`config.mk`:
```
export PLATFORM = sky130hd
export DESIGN_NAME = cca_top
export DESIGN_NICKNAME = d
export VERILOG_FILES = /design/src/rtl/cca_pkg.sv /design/src/rtl/cca_timebase.sv /design/src/rtl/cca_cell.sv /design/src/rtl/cca_top.sv
export SDC_FILE = /design/constraint.sdc
export NUM_CORES = 1
export LEC_CHECK = 0
export ABC_AREA = 0
export BUFFER_PORTS_ARGS = -buffer_cell sky130_fd_sc_hd__buf_2
export CORE_MARGIN = 2
export CORE_UTILIZATION = 46
export CTS_BUF_LIST = sky130_fd_sc_hd__clkbuf_8
export DETAILED_ROUTE_END_ITERATION = 6
export SLEW_MARGIN = 20
export SYNTH_ARGS = -nofsm -noshare
export SYNTH_HDL_FRONTEND = slang
export SYNTH_SLANG_ARGS = --single-unit
```
`constraint.sdc`:
```
create_clock -name clk -period 5.1 [get_ports clk]
set_clock_uncertainty 0.05 [all_clocks]
set_input_delay 0.51 -clock clk [delete_from_list [all_inputs] [get_ports clk]]
set_output_delay 0.51 -clock clk [all_outputs]
set_load 0.01 [all_outputs]
```
`src/rtl/cca_pkg.sv`:
```
package cca_pkg;
  localparam int CNT_W  = 16;
  localparam int ADDR_W = 5;

  localparam logic [ADDR_W-1:0] A_CTRL   = 5'd0;
  localparam logic [ADDR_W-1:0] A_CFG    = 5'd1;
  localparam logic [ADDR_W-1:0] A_CNT_LO = 5'd2;
  localparam logic [ADDR_W-1:0] A_CNT_HI = 5'd3;
  localparam int B_MODE = 8;
  localparam int B_VLO  = 16;
  localparam int B_VHI  = 24;

  typedef enum logic [1:0] {
    SRC_DIV_A = 2'b00,
    SRC_DIV_B = 2'b01,
    SRC_TMR   = 2'b10,
    SRC_EXT   = 2'b11
  } src_e;

  typedef struct packed {
    logic cmp_en;
    logic cap_pos;
    logic cap_neg;
    logic match_en;
    logic tog_en;
    logic pwm_en;
    logic flag_ie;
  } mode_t;
endpackage

```
`src/rtl/cca_timebase.sv`:
```
module cca_timebase
  import cca_pkg::*;
#(
  parameter int DIV = 6
) (
  input  logic             clk,
  input  logic             rst,
  input  logic             run,
  input  logic             idle,
  input  logic             idle_stop,
  input  src_e             src,
  input  logic             tmr_ovf,
  input  logic             ext_cnt,
  input  logic             wr_lo,
  input  logic             wr_hi,
  input  logic [7:0]       wr_data,
  output logic [CNT_W-1:0] cnt,
  output logic             adv,
  output logic             ovf
);
  localparam int PW = (DIV > 1) ? $clog2(DIV) : 1;
  localparam logic [PW-1:0] PMAX = PW'(DIV - 1);

  logic [PW-1:0] pre;
  logic ext_s1, ext_s2, ext_s3;
  logic en, tick, ext_rise, host_wr;

  assign en       = run & ~(idle & idle_stop);
  assign ext_rise = ext_s2 & ~ext_s3;
  assign host_wr  = wr_lo | wr_hi;

  always_comb begin
    unique case (src)
      SRC_TMR: tick = en & tmr_ovf;
      SRC_EXT: tick = en & ext_rise;
      default: tick = en & (pre == PMAX);
    endcase
  end

  assign ovf = tick & ~host_wr & (cnt == {CNT_W{1'b1}});

  always_ff @(posedge clk) begin
    if (rst) begin
      ext_s1 <= 1'b0;
      ext_s2 <= 1'b0;
      ext_s3 <= 1'b0;
    end else begin
      ext_s1 <= ext_cnt;
      ext_s2 <= ext_s1;
      ext_s3 <= ext_s2;
    end
  end

  always_ff @(posedge clk) begin
    if (rst || !en || src[1]) pre <= '0;
    else if (pre == PMAX)     pre <= '0;
    else                      pre <= pre + 1'b1;
  end

  always_ff @(posedge clk) begin
    if (rst) begin
      cnt <= '0;
      adv <= 1'b0;
    end else begin
      adv <= tick & ~host_wr;
      if (host_wr) begin
        if (wr_lo) cnt[7:0]       <= wr_data;
        if (wr_hi) cnt[CNT_W-1:8] <= wr_data;
      end else if (tick) begin
        cnt <= cnt + 1'b1;
      end
    end
  end

  AST_STOPPED_HOLDS: assert property (@(posedge clk) disable iff (rst)
    (!run && !host_wr) |=> $stable(cnt)) else $error("counter moved while stopped");

  AST_WRAP_TO_ZERO: assert property (@(posedge clk) disable iff (rst)
    ovf |=> (cnt == '0)) else $error("overflow did not wrap");

  AST_PRESCALE_RANGE: assert property (@(posedge clk) disable iff (rst)
    pre <= PMAX) else $error("prescaler out of range");

  AST_IDLE_FREEZE: assert property (@(posedge clk) disable iff (rst)
    (idle && idle_stop && !host_wr) |=> $stable(cnt)) else $error("counted in idle");
endmodule

```
`src/rtl/cca_cell.sv`:
```
module cca_cell
  import cca_pkg::*;
(
  input  logic             clk,
  input  logic             rst,
  input  mode_t            mode,
  input  logic [CNT_W-1:0] cnt,
  input  logic             adv,
  input  logic             cap_in,
  input  logic             wr_lo,
  input  logic             wr_hi,
  input  logic [7:0]       wr_data,
  output logic [CNT_W-1:0] cval,
  output logic             flag_set,
  output logic             out
);
  logic s1, s2, s3;
  logic rise, fall, cap_evt, match, lo_wrap, host_wr;

  assign rise    = s2 & ~s3;
  assign fall    = ~s2 & s3;
  assign cap_evt = (rise & mode.cap_pos) | (fall & mode.cap_neg);
  assign match   = mode.cmp_en & adv & (cnt == cval);
  assign lo_wrap = adv & (cnt[7:0] == 8'h00);
  assign host_wr = wr_lo | wr_hi;
  assign flag_set = cap_evt | (match & mode.match_en);

  always_ff @(posedge clk) begin
    if (rst) begin
      s1 <= 1'b0;
      s2 <= 1'b0;
      s3 <= 1'b0;
    end else begin
      s1 <= cap_in;
      s2 <= s1;
      s3 <= s2;
    end
  end

  always_ff @(posedge clk) begin
    if (rst) begin
      cval <= '0;
    end else if (host_wr) begin
      if (wr_lo) cval[7:0]       <= wr_data;
      if (wr_hi) cval[CNT_W-1:8] <= wr_data;
    end else if (cap_evt) begin
      cval <= cnt;
    end else if (mode.pwm_en && lo_wrap) begin
      cval[7:0] <= cval[15:8];
    end
  end

  always_ff @(posedge clk) begin
    if (rst)                        out <= 1'b0;
    else if (mode.pwm_en)           out <= (cnt[7:0] >= cval[7:0]);
    else if (mode.tog_en && match)  out <= ~out;
  end

  AST_CAPTURE_LOADS: assert property (@(posedge clk) disable iff (rst)
    (cap_evt && !host_wr) |=> (cval == $past(cnt))) else $error("capture value wrong");

  AST_TOGGLE_FLIPS: assert property (@(posedge clk) disable iff (rst)
    (match && mode.tog_en && !mode.pwm_en) |=> (out != $past(out))) else $error("no toggle");

  AST_PWM_RELOAD: assert property (@(posedge clk) disable iff (rst)
    (mode.pwm_en && lo_wrap && !host_wr && !cap_evt) |=> (cval[7:0] == $past(cval[15:8])))
    else $error("pwm reload missing");
endmodule

```
`src/rtl/cca_top.sv`:
```
module cca_top
  import cca_pkg::*;
#(
  parameter int NMOD = 5,
  parameter int DIV  = 6
) (
  input  logic              clk,
  input  logic              rst,
  input  logic              tmr_ovf,
  input  logic              ext_cnt,
  input  logic [NMOD-1:0]   cap_in,
  input  logic              idle,
  input  logic              wr_en,
  input  logic [ADDR_W-1:0] addr,
  input  logic [7:0]        wr_data,
  output logic [7:0]        rd_data,
  output logic [NMOD-1:0]   mod_out,
  output logic              irq,
  output logic              ovf_flag,
  output logic [NMOD-1:0]   mod_flag
);
  logic       run, idle_stop, ovf_ie;
  src_e       src;
  mode_t      modes [NMOD];
  logic [CNT_W-1:0] cnt;
  logic [CNT_W-1:0] cvals [NMOD];
  logic [NMOD-1:0]  fset, ie_vec;
  logic       adv, ovf, ctrl_wr;

  assign ctrl_wr = wr_en && (addr == A_CTRL);

  cca_timebase #(.DIV(DIV)) u_tb (
    .clk(clk), .rst(rst), .run(run), .idle(idle), .idle_stop(idle_stop),
    .src(src), .tmr_ovf(tmr_ovf), .ext_cnt(ext_cnt),
    .wr_lo(wr_en && addr == A_CNT_LO), .wr_hi(wr_en && addr == A_CNT_HI),
    .wr_data(wr_data), .cnt(cnt), .adv(adv), .ovf(ovf)
  );

  for (genvar g = 0; g < NMOD; g++) begin : g_cell
    always_ff @(posedge clk) begin
      if (rst) modes[g] <= '0;
      else if (wr_en && addr == ADDR_W'(B_MODE + g)) modes[g] <= wr_data[6:0];
    end
    assign ie_vec[g] = modes[g].flag_ie;

    cca_cell u_cell (
      .clk(clk), .rst(rst), .mode(modes[g]), .cnt(cnt), .adv(adv),
      .cap_in(cap_in[g]),
      .wr_lo(wr_en && addr == ADDR_W'(B_VLO + g)),
      .wr_hi(wr_en && addr == ADDR_W'(B_VHI + g)),
      .wr_data(wr_data), .cval(cvals[g]), .flag_set(fset[g]), .out(mod_out[g])
    );
  end

  always_ff @(posedge clk) begin
    if (rst) begin
      run <= 1'b0;
      ovf_flag <= 1'b0;
      mod_flag <= '0;
    end else if (ctrl_wr) begin
      run      <= wr_data[6];
      ovf_flag <= (ovf_flag & wr_data[7]) | ovf;
      mod_flag <= (mod_flag & wr_data[NMOD-1:0]) | fset;
    end else begin
      ovf_flag <= ovf_flag | ovf;
      mod_flag <= mod_flag | fset;
    end
  end

  always_ff @(posedge clk) begin
    if (rst) begin
      idle_stop <= 1'b0;
      src       <= SRC_DIV_A;
      ovf_ie    <= 1'b0;
    end else if (wr_en && addr == A_CFG) begin
      idle_stop <= wr_data[7];
      src       <= src_e'(wr_data[2:1]);
      ovf_ie    <= wr_data[0];
    end
  end

  always_ff @(posedge clk) begin
    if (rst) irq <= 1'b0;
    else     irq <= (ovf_flag & ovf_ie) | (|(mod_flag & ie_vec));
  end

  logic [7:0] rd_next;
  always_comb begin
    rd_next = 8'h00;
    unique case (addr)
      A_CTRL: begin
        rd_next[7] = ovf_flag;
        rd_next[6] = run;
        rd_next[NMOD-1:0] = mod_flag;
      end
      A_CFG:    rd_next = {idle_stop, 4'b0000, src, ovf_ie};
      A_CNT_LO: rd_next = cnt[7:0];
      A_CNT_HI: rd_next = cnt[15:8];
      default: ;
    endcase
    for (int i = 0; i < NMOD; i++) begin
      if (addr == ADDR_W'(B_MODE + i)) rd_next = {1'b0, modes[i]};
      if (addr == ADDR_W'(B_VLO + i))  rd_next = cvals[i][7:0];
      if (addr == ADDR_W'(B_VHI + i))  rd_next = cvals[i][15:8];
    end
  end

  always_ff @(posedge clk) begin
    if (rst) rd_data <= 8'h00;
    else     rd_data <= rd_next;
  end

  AST_FLAGS_STICKY: assert property (@(posedge clk) disable iff (rst)
    !ctrl_wr |=> ((mod_flag & $past(mod_flag)) == $past(mod_flag))) else $error("flag lost");

  AST_OVF_SETS_FLAG: assert property (@(posedge clk) disable iff (rst)
    ovf |=> ovf_flag) else $error("overflow flag not set");

  AST_IRQ_QUIET: assert property (@(posedge clk) disable iff (rst)
    (!ovf_flag && mod_flag == '0) |=> !irq) else $error("spurious irq");
endmodule

```
## Word-level counts from Yosys, hierarchy flattened

Memory sizes are Yosys's and may differ from the RTL's.
Index checks and enable logic that the tools add are counted.

- Output and inout bits: 20
- Input port bits: 24
- Memories: 1
- Memory bits (writable): 35
- Logic and storage cells: 335
- Bits in registers: 143

- $lt $le $gt $ge: 5
- Bitwise operators: 92
- $add $sub $neg: 2
- Muxes and demuxes: 87
- Reductions and logical operators: 64
- Eq/ne operators: 39

Memory list:

| memory | depth | width | rd ports | clocked after memory_dff | write ports | line | source |
|---|---|---|---|---|---|---|---|
| modes | 5 | 7 | 5 | 0 | 5 | cca_top.sv:24 | `mode_t modes [NMOD];` |

Operators with widths:

| kind | number |
|---|---|
| 8-bit 2-to-1 mux | 42 |
| 16-bit 2-to-1 mux | 7 |
| 16-bit equality test | 5 |
| 5-bit equality test, second input constant | 10 |
| 1-bit bitwise AND | 46 |
| 8-bit greater-or-equal comparator | 5 |
| 7-bit 2-to-1 mux | 5 |
| 1-bit logical AND | 29 |
| 1-bit 2-to-1 mux | 28 |
| 5-bit by 4-bit equality test with 1-bit output, second input constant | 5 |
| 2-bit by 1-bit inequality test with 1-bit output, second input constant | 12 |
| 1-bit bitwise OR | 24 |
| 2-bit AND reduction | 12 |
| 2-bit nonzero test | 11 |
| 5-bit one-hot mux with 4 select lines | 1 |
| 1-bit NOT | 18 |
| 16-bit by 1-bit adder with 16-bit output, second input constant | 1 |
| 16-bit equality test, second input constant | 1 |
| 3-bit nonzero test | 5 |
| 5-bit bitwise AND | 2 |
| 5-bit by 2-bit equality test with 1-bit output, second input constant | 2 |
| 5-bit bitwise OR | 2 |
| 8-bit logical NOT | 1 |
| 2-bit one-hot mux with 4 select lines | 1 |
| other kinds (11) | 14 |

## Logic depth before layout (Yosys ltp)

Gate-level depths: netlist (run 1).

- Depth in word-level cells: 17
- Mapped depth: 10
- Mapped depth without buffers: 8

## Hierarchy

Synthesis (run 1) repeated with hierarchy kept, for this count alone.

- Cell total of the unflattened synthesis: 1366
- Area, all modules: 12077.8 um^2

Modules (own cells, without submodules):

| module | cells each | sequential area each (um^2) | area an instance (um^2) | times used |
|---|---|---|---|---|
| cca_cell | 147 | 400.4 | 1358.8 | 5 |
| cca_top | 472 | 1451.4 | 3990.1 | 1 |
| cca_timebase | 159 | 460.4 | 1293.7 | 1 |

## Worst setup path before layout (run 1)

OpenSTA, ideal clock, no wires.

- Path kind: reg-to-reg
- From: register u_tb.cnt[0]
- To: register g_cell[0].u_cell.out
- Path buffers: 1
- Stages on the path, launching flop included: 10
- Clock period less this slack: 2499 ps
- Slack: 2601 ps
- Arrival time: 2332 ps
- Required time: 4934 ps
- Setup time: 116 ps
- Path through: dfxtp_1 -> clkbuf_1 -> inv_1 -> ha_1 -> nand4_1 -> or4_1 -> nor4_1 -> nand2_1 -> xnor2_1 -> o211a_1

- Word-level cells in the longest chain between the ends: 4
- Elaborated cells between the ends (all ways): 6
- Those cells by class: order compare (1); eq/ne (1); mux (1); bitwise (1); reduce/logical (2)

RTL lines:

| what | line | source |
|---|---|---|
| from (decl) | cca_timebase.sv:17 | `output logic [CNT_W-1:0] cnt,` |
| from (signal assigned) | cca_timebase.sv:67 | `if (wr_lo) cnt[7:0] <= wr_data;` |
| from (signal, indexed assignment) | cca_timebase.sv:68 | `if (wr_hi) cnt[CNT_W-1:8] <= wr_data;` |
| from (signal assigned) | cca_timebase.sv:70 | `cnt <= cnt + 1'b1;` |
| parallel branches: the longest is 4 deep, another holds 8-bit greater-or-equal comparator | n/a |  |
| to (signal assigned) | cca_cell.sv:55 | `else if (mode.pwm_en) out <= (cnt[7:0] >= cval[7:0]);` |
| to (signal assigned) | cca_cell.sv:56 | `else if (mode.tog_en && match) out <= ~out;` |
| to (decl) | cca_cell.sv:15 | `output logic out` |

Several ways; the timed one is not identified.
A chain may end at the register's enable or synchronous reset.

## Final worst setup path (run 1)

- From: register u_tb.cnt[0]
- To: register g_cell[3].u_cell.cval[2]

- Word-level cells in the longest chain between the ends: 5

RTL lines:

| what | line | source |
|---|---|---|
| 8-bit logical NOT | cca_cell.sv:24 | `assign lo_wrap = adv & (cnt[7:0] == 8'h00);` |
| 1-bit bitwise AND | cca_cell.sv:24 |  |
| 1-bit logical AND | cca_cell.sv:48 | `end else if (mode.pwm_en && lo_wrap) begin` |
| 3-bit nonzero test (no line) | n/a |  |
| 2-bit AND reduction (no line) | n/a |  |
| to (signal, indexed assignment) | cca_cell.sv:45 | `if (wr_hi) cval[CNT_W-1:8] <= wr_data;` |
| to (signal assigned) | cca_cell.sv:47 | `cval <= cnt;` |
| to (signal assigned) | cca_cell.sv:49 | `cval[7:0] <= cval[15:8];` |
| to (decl) | cca_cell.sv:13 | `output logic [CNT_W-1:0] cval,` |

Every way passes these cells.

==> impl_metrics.env, run 1 <==
export IMPL_run_status="completed"
export IMPL_power_density_mw_per_mm2=243
export IMPL_dr_pass1_iters=6
export IMPL_rsz0062_at_grt="no"
export IMPL_gp_congestion=1.02
export IMPL_reg2reg_setup_slack_ns=1.89
export IMPL_setup_tns_ns=0
export IMPL_clock_sinks=178
export IMPL_hold_slack_ns=0.173
export IMPL_io_pins=44
export IMPL_cts_tree="yes"
export IMPL_ctsHtreeMaxLevel=4
export IMPL_worstPathArrival_ns=3.51
export IMPL_slew_violations=0
export IMPL_r2r_start="u_tb.cnt[0]"
export IMPL_dp_hpwl_microns=29000
export IMPL_syn_avg_cell_area_sq_um=8.32
export IMPL_ir_drop_v=0.000157
export IMPL_yosysMostFrequentCell="dfxtp_1"
export IMPL_relSlewSlack_pct=29.3
export IMPL_rows=57
export IMPL_detail_route_antenna_nets=0
export IMPL_die_x_microns=162
export IMPL_fin_nets=1424
export IMPL_worstPathMaxFanout=11
export IMPL_synth_edff_count=35
export IMPL_hold_path_end="u_tb.ext_s1"
export IMPL_dieArea_sq_mm=0.0263
export IMPL_synth_top_cell_area_share_pct=24.9
export IMPL_clkTransAtPathRegs_ns=0.11
export IMPL_fin_crit_sh_pct=62.8
export IMPL_finalHoldViolations=0
export IMPL_grt_pass1_wl_microns=63400
export IMPL_ys_ff_latch=178
export IMPL_drcViolationCount=0
export IMPL_post_cts_buffers=0
export IMPL_core_area_sq_mm=0.0245
export IMPL_grt_overflow_total=0
export IMPL_critical_path_required_ns=5.40
export IMPL_drt_iter0_drc=1404
export IMPL_cts_resized=0
export IMPL_finalSetupViolCount=0
export IMPL_r2r_end="g_cell[3].u_cell.cval[2]"
export IMPL_antenna_found_initial=1
export IMPL_async_flop_share_pct=0
export IMPL_drive_above_1_share_pct=9.79
export IMPL_grt_max_degree=71
export IMPL_grt_usage_pct=32.4
export IMPL_synth_area_sq_mm=0.0115
export IMPL_clock_root_buffer="clkbuf_8"
export IMPL_synthDistinctLibCells=81
export IMPL_clk_latency_ns=0.49
export IMPL_synth_cells=1381
export IMPL_wl_microns=42400
export IMPL_cp_start_kind="flip-flop"
export IMPL_vias=10700
export IMPL_synth_seq_area_share_pct=34.0
export IMPL_worstHoldPathType="primary input to flip-flop"
export IMPL_cts_path_max_buffers=2
export IMPL_viasPerCell=6.33
export IMPL_die_h_microns=162
export IMPL_synthTopCellsByArea="dfxtp_1, edfxtp_1, mux2i_1"
export IMPL_min_path_cells=2
export IMPL_start_util_pct=47.0
export IMPL_io_buffers=43
export IMPL_area_growth_pct=5.94
export IMPL_r2r_cells=8
export IMPL_yosys_top_cells_count="dfxtp_1, nor2_1, o21ai_0"
export IMPL_numCtsBuffers=17
export IMPL_min_period_ns=3.21
export IMPL_synth_area_leader_cell="dfxtp_1"
export IMPL_syn_nets=1449
export IMPL_hp_start="ext_cnt"
export IMPL_cts_hold_buf=0
export IMPL_cp_end_kind="flip-flop"
export IMPL_drt_wirelength_per_cell_microns=25.0
export IMPL_worstMarginPinSlew_ns=1.06
export IMPL_crit_type="flip-flop to flip-flop"
export IMPL_cap_viol_max_count=0
export IMPL_grt_pass1_vias=9802
export IMPL_leakagePower_nw=4.59
export IMPL_ys_warnings_count=0
export IMPL_fmax_mhz=312
export IMPL_ys_dominant_reg_cell="dfxtp_1"
[logic make-up (layout without fill, tap and decap cells)]
logic type | after synthesis | count (layout) | share of synthesized area, %
other | 0 | 1 | 0
adder cells (fa/ha/maj) | 44 | 44 | 4.79
AO/OA/AOI/OAI | 379 | 379 | 21.6
flip-flops | 178 | 178 | 34.0
multiplexers | 103 | 103 | 9.22
AND/OR/NAND/NOR | 468 | 468 | 20.4
buffers and inverters | 162 | 150 | 6.38
XOR/XNOR | 47 | 47 | 3.58
[worst max-delay path by stage]
stage	slack (ns)	start	cells after the start	to
after floorplan	2.60	u_tb.cnt[0]	9	g_cell[0].u_cell.out
after global placement	1.73	addr[0]	7	rd_data[5]
after detailed placement	1.65	addr[0]	7	rd_data[5]
after CTS	1.96	u_tb.cnt[0]	8	g_cell[3].u_cell.cval[1]
after global routing	1.82	u_tb.cnt[0]	8	g_cell[3].u_cell.cval[4]
final	1.89	u_tb.cnt[0]	8	g_cell[3].u_cell.cval[2]
[stage by stage]
| step | instances | util, % | instance area [sq um] | power (mW) | setup slack (ns) |
|---|---|---|---|---|---|
| floorplan | 1381 | - | 11500 | 1.81 | 2.60 |
| global placement | 1660 | 48.1 | 11800 | 1.94 | 1.73 |
| detailed placement | 1661 | 48.1 | 11800 | 1.94 | 1.65 |
| CTS | 1693 | 49.8 | 12200 | 2.97 | 1.96 |
| global route | 1693 | 49.8 | 12200 | 3.05 | 1.82 |
| finish | 1694 | 49.8 | 12200 | 2.96 | 1.89 |
[cells in the final DEF, fill, tap and decap left out, types with 11 or more instances in the layout]
cell type,instances
xnor2_1,25
xor2_1,22
nor2b_1,24
a21o_1,21
o211ai_1,11
nand3_1,37
nand2_1,118
a21oi_1,71
nand2b_1,25
a211oi_1,18
mux2i_1,98
buf_4,29
nand3b_1,11
a22oi_1,12
a311oi_1,31
clkbuf_8,18
edfxtp_1,35
nor2_1,136
dfxtp_1,143
o21ai_0,131
buf_2,42
nor3_1,16
and2_1,39
ha_1,44
inv_1,47
[worst max-delay path: stages, from the launching register on]
cell and delay (ns):
dfxtp_1 0.70, inv_1 0.40, ha_1 0.32, nand2_1 0.10, nor4_4 0.11, a21o_1 0.24
a21boi_1 0.82, mux2i_1 0.27, nor2_1 0.06
[layout make-up]
type | instances | area, sq um
Antenna cell | 1 | 2.50
Inverter | 47 | 176
Fill cell | 2408 | 12300
Timing Repair Buffer | 71 | 428
Multi-Input combinational cell | 1041 | 6860
Tap cell | 324 | 405
Sequential cell | 178 | 3910
Clock inverter | 14 | 150
Clock buffer | 18 | 248
[registers in the layout (all words and copies together) (netlist names)]
register / count
irq: 1
g_cell.u_cell.s3: 5
src: 2
ovf_flag: 1
run: 1
u_tb.cnt: 16
ovf_ie: 1
u_tb.ext_s1: 1
g_cell.u_cell.s1: 5
g_cell.u_cell.cval: 80
modes: 35
idle_stop: 1
u_tb.ext_s3: 1
u_tb.ext_s2: 1
g_cell.u_cell.out: 5
mod_flag: 5
u_tb.pre: 3
rd_data: 8
u_tb.adv: 1
g_cell.u_cell.s2: 5
[power by group]
group	switching [mW]	total, mW	internal, mW
clock network	0.584	1.04	0.456
logic	0.257	0.383	0.126
registers	0.0549	1.54	1.48
[metal layers]
| metal | up-vias | GRT usage, % | wire length, microns |
|---|---|---|---|
| met5 | - | 0 | 0 |
| met4 | 0 | 11.4 | 1400 |
| met3 | 95 | 7.41 | 4560 |
| met2 | 631 | 47.6 | 18200 |
| met1 | 5073 | 46.5 | 18300 |
| li1 | 4926 | - | - |
Note: power is estimated with default switching activity, not from simulation.
==> run 2, diff against run 1 <==
- clock period: 5.1 -> 3 ns (I/O delays scaled with it)
==> impl_metrics.env, run 2 (same netlist as run 1, synthesis figures left out) <==
export IMPL_drt_iter0_drc=1260
export IMPL_finalSetupViolCount=0
export IMPL_clkTransAtPathRegs_ns=0.11
export IMPL_setup_tns_ns=0
export IMPL_placed_area_sq_mm=0.0122
export IMPL_start_util_pct=47.0
export IMPL_grt_pass1_vias=10400
export IMPL_gp_congestion=1.04
export IMPL_ctsHtreeMaxLevel=4
export IMPL_worstMarginPinSlew_ns=0.738
export IMPL_worstPathMaxFanout=7
export IMPL_largest_register="g_cell.u_cell.cval"
export IMPL_cp_end_kind="flip-flop"
export IMPL_cap_viol_max_count=0
export IMPL_drive_above_1_share_pct=13.0
export IMPL_finalNonFillerCells=1752
export IMPL_die_h_microns=162
export IMPL_antenna_found_initial=2
export IMPL_critical_path_required_ns=3.33
export IMPL_grt_max_degree=135
export IMPL_detail_route_antenna_nets=0
export IMPL_viasPerCell=6.30
export IMPL_die_x_microns=162
export IMPL_grt_pass1_wl_microns=66200
export IMPL_dieArea_sq_mm=0.0263
export IMPL_min_period_ns=2.76
export IMPL_hold_slack_ns=0.127
export IMPL_grt_usage_pct=33.8
export IMPL_fin_area_sq_mm=0.0127
export IMPL_dp_hpwl_microns=31000
export IMPL_ir_drop_v=0.000272
export IMPL_rows=57
export IMPL_drcViolationCount=0
export IMPL_relSlewSlack_pct=50.5
export IMPL_power_density_mw_per_mm2=397
export IMPL_crit_type="flip-flop to flip-flop"
export IMPL_dr_pass1_iters=5
export IMPL_fmax_mhz=362
export IMPL_finalHoldViolations=0
export IMPL_placed_cells=1713
export IMPL_area_growth_pct=10.1
export IMPL_total_power_mw=5.03
export IMPL_clock_sinks=178
export IMPL_final_common_cell="dfxtp_1"
export IMPL_fin_util_pct=51.7
export IMPL_fin_crit_sh_pct=92.1
export IMPL_cts_tree="yes"
export IMPL_leakagePower_nw=4.87
export IMPL_setup_ws_ns=0.236
export IMPL_clock_root_buffer="clkbuf_8"
export IMPL_pre_cts_slack_ns=0.303
export IMPL_cts_path_max_buffers=2
export IMPL_io_buffers=43
export IMPL_wl_microns=44000
export IMPL_clk_latency_ns=0.49
export IMPL_vias=11000
export IMPL_core_area_sq_mm=0.0245
export IMPL_final_cell_mix="dfxtp_1, nor2_1, o21ai_0"
export IMPL_fin_nets=1482
export IMPL_grt_overflow_total=0
export IMPL_rsz0062_at_grt="no"
export IMPL_top_regs="g_cell.u_cell.cval x80, modes x35, u_tb.cnt x16"
export IMPL_worstHoldPathType="primary input to flip-flop"
export IMPL_drt_wirelength_per_cell_microns=25.1
export IMPL_numCtsBuffers=17
export IMPL_slew_violations=0
export IMPL_run_status="completed"
export IMPL_cp_start_kind="flip-flop"
export IMPL_worstPathArrival_ns=3.09
export IMPL_largest_register_ffs=80
export IMPL_cts_resized=0
export IMPL_io_pins=44
==> run 2: routing by layer <==
metal	up-vias	GRT usage (%)	part of all wire (%)
met5	-	0	0
met4	0	15.2	4.6
met3	116	8.66	10
met2	608	49.0	42
met1	5278	47.1	43
li1	5042	-	-
==> run 2: layout make-up <==
class	count	area [sq um]
Antenna cell	1	2.50
Clock buffer	17	234
Clock inverter	15	154
Fill cell	2313	11800
Inverter	47	176
Multi-Input combinational cell	1041	6850
Sequential cell	178	3910
Tap cell	324	405
Timing Repair Buffer	129	916
==> run 2: final timing paths <==
path                  startpoint                    to  slack, ns  cells past startpoint
min                         idle           u_tb.pre[0]       0.13                      4
max reg2reg          u_tb.cnt[0]  g_cell[4].u_cell.out       0.24                      8
min reg2reg  g_cell[4].u_cell.s1   g_cell[4].u_cell.s2       0.39                      1
max                  u_tb.cnt[0]  g_cell[4].u_cell.out       0.24                      8
==> run 2: timing repair <==
item                       4_1_cts  5_1_grt
setup endpoints to repair        0        0
hold endpoints to repair         6        0
setup buffers                    0        0
hold buffers                     6        0
==> run 2: report_power, final <==
part | leakage, nW | internal (mW) | switching, mW
sequential | 1.50 | 2.52 | 0.0968
combinational | 3.19 | 0.248 | 0.445
clock | 0.189 | 0.682 | 1.03
==> run 2: critical path, stage by stage (launching register included) <==
cell	delay (ns)
dfxtp_1	0.34
inv_1	0.22
ha_1	0.39
nand4_1	0.11
or4_1	0.53
nor4_1	0.55
nand2_1	0.14
xnor2_1	0.14
o211a_1	0.20
